===== src/rtl/cmq_pkg.sv =====
package cmq_pkg;

    localparam int DW      = 32;
    localparam int CPU_IDW = 4;
    localparam int CMD_W   = 4;

    localparam logic [31:0] OFF_PRIM  = 32'h0000_0244;
    localparam logic [31:0] OFF_MODE  = 32'h0000_0248;
    localparam logic [31:0] OFF_ADDR  = 32'h0000_024C;
    localparam logic [31:0] OFF_SIZE  = 32'h0000_0250;
    localparam logic [31:0] OFF_REGST = 32'h0000_025C;
    localparam logic [31:0] OFF_QSTAT = 32'h0000_0260;

    localparam int SCOPE_LSB  = 17;
    localparam int NOTIFY_BIT = 15;
    localparam logic [31:0] MODE_MASK = 32'h0006_800F;

    localparam int RS_DENY_BIT = 0;
    localparam int RS_FULL_BIT = 1;
    localparam int QS_WAIT_BIT = 0;
    localparam int QS_RUN_BIT  = 1;
    localparam int QS_DONE_BIT = 2;

    typedef enum logic [2:0] {
        SEL_NONE,
        SEL_PRIM,
        SEL_MODE,
        SEL_ADDR,
        SEL_SIZE,
        SEL_REGST,
        SEL_QSTAT
    } cmq_sel_e;

    typedef struct packed {
        logic [CPU_IDW-1:0] cpu;
        logic               whole;
        logic               notify;
        logic [CMD_W-1:0]   cmd;
        logic [DW-1:0]      addr;
        logic [DW-1:0]      size;
    } cmq_entry_t;

    function automatic cmq_sel_e decode_sel(input logic [31:0] off);
        cmq_sel_e s;
        case (off)
            OFF_PRIM:  s = SEL_PRIM;
            OFF_MODE:  s = SEL_MODE;
            OFF_ADDR:  s = SEL_ADDR;
            OFF_SIZE:  s = SEL_SIZE;
            OFF_REGST: s = SEL_REGST;
            OFF_QSTAT: s = SEL_QSTAT;
            default:   s = SEL_NONE;
        endcase
        return s;
    endfunction

    function automatic cmq_entry_t make_entry(input logic [CPU_IDW-1:0] id,
                                              input logic [31:0] mode,
                                              input logic [DW-1:0] addr,
                                              input logic [DW-1:0] size);
        cmq_entry_t e;
        e.cpu    = id;
        e.whole  = (mode[SCOPE_LSB +: 2] != 2'd0);
        e.notify = mode[NOTIFY_BIT];
        e.cmd    = mode[CMD_W-1:0];
        e.addr   = e.whole ? '0 : addr;
        e.size   = e.whole ? '0 : size;
        return e;
    endfunction

endpackage


===== src/rtl/cmq_port.sv =====
module cmq_port
    import cmq_pkg::*;
#(
    parameter int AW = 12
) (
    input  logic          clk,
    input  logic          rst,
    input  logic          req,
    input  logic          we,
    input  logic [AW-1:0] addr,
    input  logic          wbit_done,
    input  logic          owner_me,
    input  logic          q_full,
    input  logic          drained,
    input  logic          run_me,
    input  logic          wait_me,
    input  logic          done_set,
    input  logic [31:0]   sh_mode,
    input  logic [DW-1:0] sh_addr,
    input  logic [DW-1:0] sh_size,
    output logic          ack,
    output logic [31:0]   rdata,
    output logic          wr_mode,
    output logic          wr_addr,
    output logic          wr_size,
    output logic          rd_regst
);

    logic        ack_q;
    logic [31:0] rdata_q;
    logic        done_q;
    logic [31:0] addr_ext;
    cmq_sel_e    sel;
    logic        hit;
    logic        stall;
    logic        take;
    logic [31:0] rd_val;

    assign addr_ext = {{(32-AW){1'b0}}, addr};
    assign sel      = decode_sel(addr_ext);
    assign hit      = req & ~ack_q;
    assign stall    = hit & ~we & (sel == SEL_PRIM) & ~drained;
    assign take     = hit & ~stall;

    assign wr_mode  = take &  we & (sel == SEL_MODE);
    assign wr_addr  = take &  we & (sel == SEL_ADDR);
    assign wr_size  = take &  we & (sel == SEL_SIZE);
    assign rd_regst = take & ~we & (sel == SEL_REGST);

    always_comb begin
        rd_val = '0;
        case (sel)
            SEL_MODE:  rd_val = sh_mode;
            SEL_ADDR:  rd_val = sh_addr;
            SEL_SIZE:  rd_val = sh_size;
            SEL_REGST: begin
                rd_val[RS_FULL_BIT] = owner_me & q_full;
                rd_val[RS_DENY_BIT] = ~owner_me;
            end
            SEL_QSTAT: begin
                rd_val[QS_DONE_BIT] = done_q;
                rd_val[QS_RUN_BIT]  = run_me;
                rd_val[QS_WAIT_BIT] = wait_me;
            end
            default:   rd_val = '0;
        endcase
    end

    always_ff @(posedge clk) begin
        if (rst) begin
            ack_q   <= 1'b0;
            rdata_q <= '0;
            done_q  <= 1'b0;
        end else begin
            ack_q <= take;
            if (take) begin
                rdata_q <= we ? '0 : rd_val;
            end
            if (done_set) begin
                done_q <= 1'b1;
            end else if (take && we && (sel == SEL_QSTAT) && wbit_done) begin
                done_q <= 1'b0;
            end
        end
    end

    assign ack   = ack_q;
    assign rdata = rdata_q;

endmodule


===== src/rtl/cmq_lock.sv =====
module cmq_lock
    import cmq_pkg::*;
#(
    parameter int NCPU = 3
) (
    input  logic               clk,
    input  logic               rst,
    input  logic [NCPU-1:0]    mode_wr,
    input  logic [NCPU-1:0]    regst_rd,
    output logic [NCPU-1:0]    own_vec,
    output logic [NCPU-1:0]    win_vec,
    output logic               owner_valid,
    output logic [CPU_IDW-1:0] owner_id
);

    logic [CPU_IDW-1:0] win_id;
    logic               release_now;

    always_comb begin
        logic found;
        found   = 1'b0;
        win_vec = '0;
        win_id  = '0;
        for (int i = 0; i < NCPU; i++) begin
            if (!owner_valid && mode_wr[i] && !found) begin
                win_vec[i] = 1'b1;
                win_id     = CPU_IDW'(i);
                found      = 1'b1;
            end
        end
    end

    generate
        for (genvar g = 0; g < NCPU; g++) begin : g_own
            assign own_vec[g] = owner_valid && (owner_id == CPU_IDW'(g));
        end
    endgenerate

    assign release_now = owner_valid && (|(regst_rd & own_vec));

    always_ff @(posedge clk) begin
        if (rst) begin
            owner_valid <= 1'b0;
            owner_id    <= '0;
        end else if (release_now) begin
            owner_valid <= 1'b0;
        end else if (|win_vec) begin
            owner_valid <= 1'b1;
            owner_id    <= win_id;
        end
    end

endmodule


===== src/rtl/cmq_fifo.sv =====
module cmq_fifo
    import cmq_pkg::*;
#(
    parameter int DEPTH = 4,
    parameter int NCPU  = 3,
    localparam int PTRW = (DEPTH > 1) ? $clog2(DEPTH) : 1,
    localparam int CNTW = $clog2(DEPTH + 1)
) (
    input  logic            clk,
    input  logic            rst,
    input  logic            push,
    input  cmq_entry_t      pdata,
    input  logic            pop,
    output cmq_entry_t      head,
    output logic            empty,
    output logic            full,
    output logic [CNTW-1:0] count,
    output logic [NCPU-1:0] waiting
);

    cmq_entry_t       mem [DEPTH];
    logic [DEPTH-1:0] vld;
    logic [PTRW-1:0]  wr_ptr;
    logic [PTRW-1:0]  rd_ptr;
    logic             do_push;
    logic             do_pop;

    assign empty   = (count == '0);
    assign full    = (count == CNTW'(DEPTH));
    assign do_push = push && !full;
    assign do_pop  = pop && !empty;
    assign head    = mem[rd_ptr];

    function automatic logic [PTRW-1:0] next_ptr(input logic [PTRW-1:0] p);
        return (p == PTRW'(DEPTH - 1)) ? '0 : p + 1'b1;
    endfunction

    always_ff @(posedge clk) begin
        if (rst) begin
            wr_ptr <= '0;
            rd_ptr <= '0;
            count  <= '0;
            vld    <= '0;
            for (int k = 0; k < DEPTH; k++) begin
                mem[k] <= '0;
            end
        end else begin
            if (do_push) begin
                mem[wr_ptr] <= pdata;
                wr_ptr      <= next_ptr(wr_ptr);
            end
            if (do_pop) begin
                rd_ptr <= next_ptr(rd_ptr);
            end
            for (int k = 0; k < DEPTH; k++) begin
                if (do_push && (wr_ptr == PTRW'(k))) begin
                    vld[k] <= 1'b1;
                end else if (do_pop && (rd_ptr == PTRW'(k))) begin
                    vld[k] <= 1'b0;
                end
            end
            case ({do_push, do_pop})
                2'b10:   count <= count + 1'b1;
                2'b01:   count <= count - 1'b1;
                default: count <= count;
            endcase
        end
    end

    generate
        for (genvar c = 0; c < NCPU; c++) begin : g_wait
            logic [DEPTH-1:0] match;
            for (genvar k = 0; k < DEPTH; k++) begin : g_slot
                assign match[k] = vld[k] && (mem[k].cpu == CPU_IDW'(c));
            end
            assign waiting[c] = |match;
        end
    endgenerate

endmodule


===== src/rtl/cmq_engine.sv =====
module cmq_engine
    import cmq_pkg::*;
#(
    parameter int LAT = 8,
    localparam int CNTW = (LAT > 1) ? $clog2(LAT) : 1
) (
    input  logic       clk,
    input  logic       rst,
    input  logic       q_empty,
    input  cmq_entry_t head,
    output logic       pop,
    output logic       busy,
    output logic       start,
    output logic       done,
    output cmq_entry_t cur
);

    logic [CNTW-1:0] remain;

    assign pop = !busy && !q_empty;

    always_ff @(posedge clk) begin
        if (rst) begin
            busy   <= 1'b0;
            start  <= 1'b0;
            done   <= 1'b0;
            remain <= '0;
            cur    <= '0;
        end else begin
            start <= pop;
            done  <= 1'b0;
            if (pop) begin
                cur    <= head;
                busy   <= 1'b1;
                remain <= CNTW'(LAT - 1);
            end else if (busy) begin
                if (remain == '0) begin
                    busy <= 1'b0;
                    done <= 1'b1;
                end else begin
                    remain <= remain - 1'b1;
                end
            end
        end
    end

endmodule


===== src/rtl/cmq_top.sv =====
module cmq_top
    import cmq_pkg::*;
#(
    parameter int NCPU  = 3,
    parameter int AW    = 12,
    parameter int DEPTH = 4,
    parameter int LAT   = 8,
    localparam int CNTW = $clog2(DEPTH + 1)
) (
    input  logic                 clk,
    input  logic                 rst,
    input  logic [NCPU-1:0]      bus_req,
    input  logic [NCPU-1:0]      bus_we,
    input  logic [NCPU*AW-1:0]   bus_addr,
    input  logic [NCPU*DW-1:0]   bus_wdata,
    output logic [NCPU-1:0]      bus_ack,
    output logic [NCPU*DW-1:0]   bus_rdata,
    output logic                 op_start,
    output logic [CPU_IDW-1:0]   op_cpu,
    output logic [CMD_W-1:0]     op_cmd,
    output logic                 op_whole,
    output logic [DW-1:0]        op_addr,
    output logic [DW-1:0]        op_size
);

    logic [NCPU-1:0]    wr_mode;
    logic [NCPU-1:0]    wr_addr;
    logic [NCPU-1:0]    wr_size;
    logic [NCPU-1:0]    rd_regst;
    logic [NCPU-1:0]    own_vec;
    logic [NCPU-1:0]    win_vec;
    logic               owner_valid;
    logic [CPU_IDW-1:0] owner_id;
    logic [NCPU-1:0]    wait_vec;
    logic [NCPU-1:0]    run_vec;
    logic [NCPU-1:0]    done_vec;

    logic [31:0]        mode_q;
    logic [DW-1:0]      addr_q;
    logic [DW-1:0]      size_q;

    cmq_entry_t         push_data;
    cmq_entry_t         head;
    cmq_entry_t         cur;
    logic               fifo_push;
    logic               fifo_pop;
    logic               fifo_empty;
    logic               fifo_full;
    logic [CNTW-1:0]    fifo_cnt;
    logic               eng_busy;
    logic               eng_done;
    logic               drained;

    assign drained = fifo_empty && !eng_busy;

    cmq_lock #(.NCPU(NCPU)) u_lock (
        .clk         (clk),
        .rst         (rst),
        .mode_wr     (wr_mode),
        .regst_rd    (rd_regst),
        .own_vec     (own_vec),
        .win_vec     (win_vec),
        .owner_valid (owner_valid),
        .owner_id    (owner_id)
    );

    generate
        for (genvar g = 0; g < NCPU; g++) begin : g_port
            assign run_vec[g]  = eng_busy && (cur.cpu == CPU_IDW'(g));
            assign done_vec[g] = eng_done && cur.notify && (cur.cpu == CPU_IDW'(g));

            cmq_port #(.AW(AW)) u_port (
                .clk       (clk),
                .rst       (rst),
                .req       (bus_req[g]),
                .we        (bus_we[g]),
                .addr      (bus_addr[g*AW +: AW]),
                .wbit_done (bus_wdata[g*DW + QS_DONE_BIT]),
                .owner_me  (own_vec[g]),
                .q_full    (fifo_full),
                .drained   (drained),
                .run_me    (run_vec[g]),
                .wait_me   (wait_vec[g]),
                .done_set  (done_vec[g]),
                .sh_mode   (mode_q),
                .sh_addr   (addr_q),
                .sh_size   (size_q),
                .ack       (bus_ack[g]),
                .rdata     (bus_rdata[g*DW +: DW]),
                .wr_mode   (wr_mode[g]),
                .wr_addr   (wr_addr[g]),
                .wr_size   (wr_size[g]),
                .rd_regst  (rd_regst[g])
            );
        end
    endgenerate

    always_ff @(posedge clk) begin
        if (rst) begin
            mode_q <= '0;
            addr_q <= '0;
            size_q <= '0;
        end else begin
            for (int i = 0; i < NCPU; i++) begin
                if (wr_mode[i] && (own_vec[i] || win_vec[i])) begin
                    mode_q <= bus_wdata[i*DW +: DW] & MODE_MASK;
                end
                if (wr_addr[i] && own_vec[i]) begin
                    addr_q <= bus_wdata[i*DW +: DW];
                end
                if (wr_size[i] && own_vec[i]) begin
                    size_q <= bus_wdata[i*DW +: DW];
                end
            end
        end
    end

    assign push_data = make_entry(owner_id, mode_q, addr_q, size_q);
    assign fifo_push = owner_valid && (|(rd_regst & own_vec)) && !fifo_full;

    cmq_fifo #(.DEPTH(DEPTH), .NCPU(NCPU)) u_fifo (
        .clk     (clk),
        .rst     (rst),
        .push    (fifo_push),
        .pdata   (push_data),
        .pop     (fifo_pop),
        .head    (head),
        .empty   (fifo_empty),
        .full    (fifo_full),
        .count   (fifo_cnt),
        .waiting (wait_vec)
    );

    cmq_engine #(.LAT(LAT)) u_eng (
        .clk     (clk),
        .rst     (rst),
        .q_empty (fifo_empty),
        .head    (head),
        .pop     (fifo_pop),
        .busy    (eng_busy),
        .start   (op_start),
        .done    (eng_done),
        .cur     (cur)
    );

    assign op_cpu   = cur.cpu;
    assign op_cmd   = cur.cmd;
    assign op_whole = cur.whole;
    assign op_addr  = cur.addr;
    assign op_size  = cur.size;

endmodule


===== config.mk =====
export PLATFORM = sky130hd
export DESIGN_NAME = cmq_top
export DESIGN_NICKNAME = d
export VERILOG_FILES = /design/src/rtl/cmq_pkg.sv /design/src/rtl/cmq_port.sv /design/src/rtl/cmq_lock.sv /design/src/rtl/cmq_fifo.sv /design/src/rtl/cmq_engine.sv /design/src/rtl/cmq_top.sv
export SDC_FILE = /design/constraint.sdc
export NUM_CORES = 1
export LEC_CHECK = 0
export ABC_AREA = 0
export BUFFER_PORTS_ARGS = -buffer_cell sky130_fd_sc_hd__clkbuf_2
export CORE_MARGIN = 8
export CORE_UTILIZATION = 45
export DETAILED_ROUTE_END_ITERATION = 10
export PLACE_DENSITY = 0.71
export SYNTH_ARGS = -nofsm -noshare
export SYNTH_HDL_FRONTEND = slang
export SYNTH_SLANG_ARGS = --single-unit

===== constraint.sdc =====
create_clock -name clk -period 11 [get_ports clk]
set_input_delay 3.3 -clock clk [delete_from_list [all_inputs] [get_ports clk]]
set_output_delay 3.3 -clock clk [all_outputs]
set_load 0.05 [all_outputs]

After elaboration in Yosys (flattened, before gate mapping)
Memories as Yosys holds them, arrays and structs flattened. A register that Yosys moved wholly into a read port is not among the register bits.
Cells that the tools add are included.
{"block": "word_totals", "elab_cells": 306, "ram_bits": 296, "n_memories": 1, "inputBits": 140, "ff_bits": 195}
{"memory": "u_fifo.mem", "words": 4, "word_bits": 74, "rd": 5, "rd_ports_with_merged_regs": 1, "write_ports": 4, "line": "cmq_fifo.sv:21", "rtl": "cmq_entry_t mem [DEPTH];"}
{"block": "classes", "bitwise": 52, "n_eq_ne": 58, "reduce_logical": 101, "muxes": 64, "n_addsub": 5}
{"op": "two-way mux 32 bit", "n": 11}
{"op": "one-hot mux 29 bit (3 select lines)", "n": 3}
{"op": "== test 12 x 10 -> 1 bit, second input constant", "n": 18}
{"op": "two-way mux 74 bit", "n": 1}
{"op": "OR reduction 74 bit", "n": 1}
{"op": "logical AND 1 bit", "n": 59}
{"op": "two-way mux 19 bit", "n": 3}
{"op": "one-hot mux 3 bit (6 select lines)", "n": 3}
{"op": "bitwise AND 1 bit", "n": 36}
{"op": "== test 3 bit, second input constant", "n": 10}
{"op": "one-hot mux 2 bit (5 select lines)", "n": 3}
{"op": "two-way mux 1 bit", "n": 29}
{"op": "== test 4 x 1 -> 1 bit, second input constant", "n": 6}
{"op": "== test 4 x 2 -> 1 bit, second input constant", "n": 6}
{"op": "zero test 4 bit", "n": 6}
{"op": "nonzero test 2 bit", "n": 10}
{"op": "== test 3 x 2 -> 1 bit, second input constant", "n": 6}
{"op": "NOT 1 bit", "n": 15}
{"op": "one-hot mux 1 bit (4 select lines)", "n": 3}
{"op": "OR reduction 4 bit", "n": 3}
{"op": "== test 2 bit, second input constant", "n": 5}
{"op": "== test 3 x 1 -> 1 bit, second input constant", "n": 3}
{"op": "two-way mux 3 bit", "n": 3}
{"op": "nonzero test 3 bit", "n": 3}
{"op": "15 further kinds", "n": 34}

Depth between registers and ports, before layout
Gate-level depths: netlist of the first run.
{"block": "logic_depth", "ltp_word": 20, "ltp_mapped": 12, "depth_no_buf": 11}

Cells and area by module
Synthesis of the first run repeated with hierarchy kept, for this count alone.
{"block": "hier_totals", "hier_cells": 2277, "hier_area_um2": 26790.7}
{"mod": "cmq_fifo", "cells_per_inst": 818, "n_inst": 1, "area_each_um2": 13566.8, "seq_area_each_um2": 9148.8}
{"mod": "cmq_port", "cells_per_inst": 197, "n_inst": 3, "area_each_um2": 1895.6, "seq_area_each_um2": 680.7}
{"mod": "cmq_top", "cells_per_inst": 495, "n_inst": 1, "area_each_um2": 4490.6, "seq_area_each_um2": 1421.4}
{"mod": "cmq_engine", "cells_per_inst": 348, "n_inst": 1, "area_each_um2": 2832.7, "seq_area_each_um2": 1601.5}
{"mod": "cmq_lock", "cells_per_inst": 25, "n_inst": 1, "area_each_um2": 214.0, "seq_area_each_um2": 60.1}

Worst setup path after synthesis of the first run
Ideal clock, no wire load.
{"block": "synth_path", "path_kind": "input -> register", "start": "input bus_addr[1]", "end": "memory u_fifo.mem[3][0] (netlist name), enable pin", "setup_ns": 0.608, "cell_stages": 6, "arrival_time_ns": 9.867, "setup_slack_ns": 0.525, "cell_sequence": "or4b_4 -> nor3_4 -> nand3b_2 -> a31oi_1 -> inv_1 -> o31ai_1"}
{"item": "from (decl)", "line": "cmq_top.sv:14", "rtl": "input logic [NCPU*AW-1:0] bus_addr,"}
{"item": "to (decl)", "line": "cmq_fifo.sv:21"}

==> run metrics, run 1 <==
Final Cycle Share=58.8%; CP delay by family, top=simple AND/OR/NAND/NOR gates; Max Cap Viol=0; status=finished, final reports clean; drt initial violations=2176; initial antenna violation count=8; Mapped Area=0.0255 mm²; setup violators final=0; core area=0.0562 mm²; Worst-Skew Late Latency=610 ps; total CTS buffers=55; Die Ht=254 µm; area of the die=0.0645 mm²; Clock transition at path regs=60 ps; post-CTS setup buffer count=0; most frequent cells in the layout=clkbuf_2 (309), edfxtp_1 (288), and3_1 (286), dfxtp_1 (263), nand2_1 (239); antenna-violating nets left=0; syn avg cell area=11.0 µm²; Synth Instances=2315; crit path DAT=6930 ps; Yosys warnings=0; fin crit period=6460 ps; most common cell after layout, fill and taps aside=clkbuf_2; Initial Utilization=45.4%; Area Overhead vs Synth=13.0%; worst-margin pin slew=1300 ps; crit path kind=in -> reg; maximum VDD drop=0.000106 V; IO Pins=313; RSZ-0062 raised after global routing=false; slowest CP cell=and2_4; Post-DP Area=0.0270 mm²; layout cells sized above 1=22.0%; Port-buffer cells=310; Worst Path Buf+Inv=2; vias per inst=6.07; DP Cell Count=3149; CTS tree=done; Max Fclk=155 MHz; # rows=87; CP Capture Type=register; post-route setup slack=4540 ps; TritonCTS Sinks=553; vias in the first global route=19300; worst rel slew slack=13.1%; DR WL/cell=24.6 µm; EDFF count, synth=288; critical path, cell by cell=clkbuf_2, or4b_1, nor2_1, nand4_1, a311oi_4, and2_4, buf_4, and3_1; worst endpoint required time=11470 ps; fin cells=3253; final core occ=51.3%; final hold viol count=0; largest net degree at the start of global routing=98; routed vias=19700; ys async rst share=0%; Top FF cell, synth=edfxtp_1; gpl congestion=0.927; Hold Crit Start=u_eng.cur[46]; drt pass-1 iters=7; Max clock buf depth=3; # DRC=0; post_cts resized=0; TNS Setup=0 ps; Worst Clk Skew=23.0 ps; slowest stage delay, CP=760 ps; H-tree Lvls=2; critical path fanouts, max=97; Fin Hold WS=452 ps; P per Cell Area=148 mW/mm²; max-slew violations=0; die extent in x=254 µm; Critical Path Start Type=input port; number of library cell types mapped by synthesis=80; WL final=79900 µm; Leak Pwr=11.4 nW; Setup WS pre-CTS=4010 ps; global route total overflow=0; #FFs+latches synth=553; first-pass GRT wire length=119000 µm; Crit. Startpoint=bus_addr[20]; Tightest Hold Check Type=reg -> reg; detailed placer's ending HPWL=52000 µm; Root Buffer=clkbuf_16; hold-fix buffers at CTS=0; GR Util All Layers=23.7%; final net count=2602; Finished Cell Area=0.0288 mm²; post-synthesis sequential area ratio=54.8%; Tot Pwr=4.25 mW; RR Startpoint=u_lock.owner_id[0]
per-layer routing:
| layer | GRT usage, % | share of wire, % |
|---|---|---|
| met5 | 0 | 0.051 |
| met4 | 6.98 | 2.5 |
| met3 | 5.06 | 9.8 |
| met2 | 37.8 | 46 |
| met1 | 32.4 | 41 |
worst paths after layout:
kind	cells after the start	slack (ps)	end
max	8	4540	u_fifo.mem[0][32]
max reg2reg	7	7140	u_fifo.mem[0][32]
min	2	450	u_eng.cur[46]
min reg2reg	2	450	u_eng.cur[46]
synthesized netlist by cell type, types with 11 or more instances:
| cell | count | area, µm² |
|---|---|---|
| nand2_1 | 242 | 908 |
| a22o_1 | 27 | 236 |
| buf_2 | 14 | 70.1 |
| ha_1 | 11 | 138 |
| inv_1 | 53 | 199 |
| nor3_1 | 13 | 65.1 |
| o31ai_1 | 34 | 255 |
| o32ai_1 | 32 | 280 |
| nand3_1 | 11 | 55.1 |
| mux2i_1 | 13 | 130 |
| a22oi_1 | 85 | 638 |
| clkbuf_1 | 154 | 578 |
| a211oi_1 | 67 | 503 |
| buf_1 | 11 | 41.3 |
| and3_1 | 286 | 1790 |
| mux4_2 | 72 | 1620 |
| dfxtp_1 | 265 | 5310 |
| nor2_1 | 143 | 537 |
| buf_4 | 92 | 691 |
| a21oi_1 | 98 | 490 |
| edfxtp_1 | 288 | 8650 |
| o21ai_0 | 50 | 250 |
| nor2b_1 | 69 | 432 |
| and2_1 | 13 | 81.3 |
| o2bb2ai_1 | 35 | 307 |
power breakdown:
group / switching (mW) / leakage, nW / total [mW] / internal [mW]
logic: 0.0987 / 5.38 / 0.152 / 0.0534
clock network: 0.802 / 0.878 / 1.89 / 1.09
registers: 0.0109 / 5.11 / 2.21 / 2.20
kinds of logic (layout without fill, tap and decap cells):
kind of cell | Yosys count | after routing | share of synthesized area (%)
mux | 89 | 89 | 7.05
xor+xnor | 3 | 3 | 0.103
flops | 553 | 553 | 54.8
simple gates | 853 | 853 | 17.7
buf+inv | 327 | 505 | 6.30
other cells | 1 | 5 | 0.0147
compound gates | 477 | 477 | 13.5
fa+ha+maj | 12 | 12 | 0.619
worst min-delay path: stages (launching register included):
cell and delay (ps):
dfxtp_1 310, nand2_1 50, a21oi_1 50
flip-flops by register name, summed over array words and instances, names as in the netlist:
name                  count
g_port.u_port.rdata      96
size_q                   32
u_fifo.mem              288
u_lock.owner_valid        1
u_lock.owner_id           2
u_eng.cur                72
g_port.u_port.ack         3
addr_q                   32
u_fifo.count              3
u_eng.busy                1
mode_q                    7
u_fifo.vld                4
g_port.u_port.done_q      3
u_eng.done                1
u_fifo.wr_ptr             2
u_eng.start               1
u_eng.remain              3
u_fifo.rd_ptr             2
cell type report:
class	count	area, µm²
diodes	3	7.51
clock inverters	19	208
repair buffers	350	1850
well taps	756	946
inverters	54	203
flip-flops and latches	553	14000
fillers	5006	27400
multi-input cells	1436	10000
clock buffers	82	1590
Power figures use the tool's default switching activity.
==> inputs of run 2 (changes only) <==
--- a/config.mk
+++ b/config.mk
@@ -10,7 +10,7 @@
 export CORE_MARGIN = 8
 export CORE_UTILIZATION = 45
 export DETAILED_ROUTE_END_ITERATION = 10
-export PLACE_DENSITY = 0.71
+export PLACE_DENSITY = 0.68
 export SYNTH_ARGS = -nofsm -noshare
 export SYNTH_HDL_FRONTEND = slang
 export SYNTH_SLANG_ARGS = --single-unit
==> constraint.sdc (replaced) <==
create_clock -name clk -period 6.68 [get_ports clk]
set_input_delay 2.004 -clock clk [delete_from_list [all_inputs] [get_ports clk]]
set_output_delay 2.004 -clock clk [all_outputs]
set_load 0.05 [all_outputs]
==> run 2 against run 1 <==
  * Clock skew rose by 9.8 ps
  * Cell count is 0.28% higher
  * Combinational power rose by 70%
  * Sequential power is 65% higher
  * Critical path depth stayed put
  * First-iteration DRC count fell by 11%
  * Clock-buffer cell count down 4
  * Die area did not move
  * Register-to-register slack got worse by 4100 ps
  * Worst setup slack lost 2900 ps
  * Critical endpoint is now u_fifo.mem[0][64]
  * Largest cell class unchanged
  * Largest power group unchanged
==> run metrics, run 2 (synthesis gave the netlist of run 1 again) <==
Hold Crit Start=u_eng.cur[61]; Final Cycle Share=74.8%; post_cts resized=0 (unchanged); layout cells sized above 1=22.6% (+0.64 points); critical path fanouts, max=52 (-46%); total CTS buffers=57 (+3.6%); drt initial violations=1926 (-11%); setup violators final=0 (unchanged); status=finished, final reports clean; TritonCTS Sinks=553 (unchanged); RR Startpoint=u_lock.owner_id[0]; Clock transition at path regs=60 ps (about the same); detailed placer's ending HPWL=52400 µm (+0.71%); crit path kind=in -> reg; CP delay by family, top=simple AND/OR/NAND/NOR gates; vias per inst=5.97 (-1.7%); P per Cell Area=248 mW/mm² (+68%); RSZ-0062 raised after global routing=false; antenna-violating nets left=0 (unchanged); final net count=2606 (+0.15%); initial antenna violation count=6 (-2); post-CTS setup buffer count=0 (unchanged); global route total overflow=0 (unchanged); Max Fclk=200 MHz; gpl congestion=0.943 (+1.8%); Root Buffer=clkbuf_16; largest reg by FF count=u_fifo.mem; hold-fix buffers at CTS=0 (unchanged); CTS tree=done; vias in the first global route=19500 (+1.3%); Reg area=0.0140 mm² (unchanged); DR WL/cell=24.4 µm (-0.56%); max-slew violations=0 (unchanged); met1 Use GR=32.3% (-0.12 points); multi-input logic area=0.0100 mm² (unchanged); fin crit period=4990 ps; WL final=79700 µm (-0.28%); Area Overhead vs Synth=14.1%; first-pass GRT wire length=121000 µm (+1.7%); slowest stage delay, CP=950 ps (+190 ps); Worst Path Buf+Inv=2 (unchanged); Tot Pwr=7.21 mW (+69%); grt met3 use=5.75% (+0.69 points); area of the die=0.0645 mm² (unchanged); worst endpoint required time=6950 ps (-4520 ps); Worst Clk Skew=32.8 ps (+9.82 ps); # DRC=0 (unchanged); Tightest Hold Check Type=reg -> reg; core area=0.0562 mm² (unchanged); max reg flops=288 (unchanged); die extent in x=254 µm (unchanged); final hold viol count=0 (unchanged); GR Util All Layers=24.2% (+0.43 points); Crit. Startpoint=bus_addr[20]; Top Usage Layer GRT=met2; slowest CP cell=a31oi_1; # rows=87 (unchanged); Max clock buf depth=3 (unchanged); H-tree Lvls=2 (unchanged); largest net degree at the start of global routing=123 (+26%); r2r setup slk=3050 ps (-4090 ps); Initial Utilization=45.4% (unchanged); Port-buffer cells=310 (unchanged); crit path DAT=5270 ps (-1660 ps); drt pass-1 iters=6 (-1); worst rel slew slack=21.9% (+8.8 points); met2 Track Usage GR=38.4% (+0.57 points); Max Cap Viol=0 (unchanged); Critical Path Start Type=input port; most common cell after layout, fill and taps aside=clkbuf_2; worst-margin pin slew=1170 ps (-136 ps); TNS Setup=0 ps (unchanged); Die Ht=254 µm (unchanged); CP Capture Type=register; maximum VDD drop=0.000172 V (+62%); Worst-Skew Late Latency=630 ps (+20 ps); routed vias=19500 (-1.4%); critical path, cell by cell=clkbuf_2, or4b_1, nor2_1, nand4_1, a31oi_1, nand2_1, nand2_2, buf_12; Leak Pwr=11.5 nW (+1.0%); most frequent cells in the layout=clkbuf_2 (310), edfxtp_1 (288), and3_1 (286), dfxtp_1 (263), nand2_1 (239); IO Pins=313 (unchanged); fillers=4945 (-1.2%)
==> run 2: changes by cell type in the layout (fill, tap and decap cells not counted), sizes merged <==
cell,previous run,this run
buf,41,43
inv,55,56
bufinv,4,6
clkinv,13,16
clkinvlp,1,6
clkbuf,391,387
==> run 2: where the power goes <==
group	internal, mW	leakage (nW)	switching, mW	total [mW]
clock network	1.94	0.957	1.37	3.31
logic	0.0925	5.42	0.166	0.259
registers	3.62	5.11	0.0183	3.64
total	5.66	11.5	1.55	7.21
==> run 2: tightest hold or removal path, stage by stage, from the launching register on <==
cell     delay [ps]
dfxtp_1         300
nand2_1          50
a21oi_1          50
==> run 2: through the flow <==
| step | instance area, µm² | hold WS (ps) | cells | setup slack (ps) | utilization, % |
|---|---|---|---|---|---|
| floorplan | 25500 | 437 | 2316 | 1120 | - |
| CTS | 29000 | 455 | 3259 | 1700 | 51.7 |
| global route | 29100 | 466 | 3260 | 1450 | 51.7 |
| global placement | 27100 | 437 | 3151 | 1130 | 48.2 |
| detailed placement | 27100 | 445 | 3151 | 1050 | 48.2 |
| finish | 29100 | 452 | 3262 | 1690 | 51.7 |
==> run 2: worst paths after layout <==
check | end | cells after the start
setup / recovery | u_fifo.mem[0][64] | 8
hold / removal | u_eng.cur[61] | 2
setup reg to reg | u_fifo.mem[0][64] | 7
hold reg to reg | u_eng.cur[61] | 2
==> run 2: cell type report <==
type	instances	area share (%)
Inverter	54	0.698
Antenna cell	3	0.0258
Clock inverter	30	1.16
Sequential cell	553	48.0
Multi-Input combinational cell	1436	34.5
Tap cell	756	3.26
Clock buffer	78	5.60
Timing Repair Buffer	352	6.69
==> run 2: routing by layer <==
metal  vias up  wire [µm]
met5         -         38
met2       939      37200
met3       150       7500
met1      9549      32400
li1       8826          -
met4         6       2520
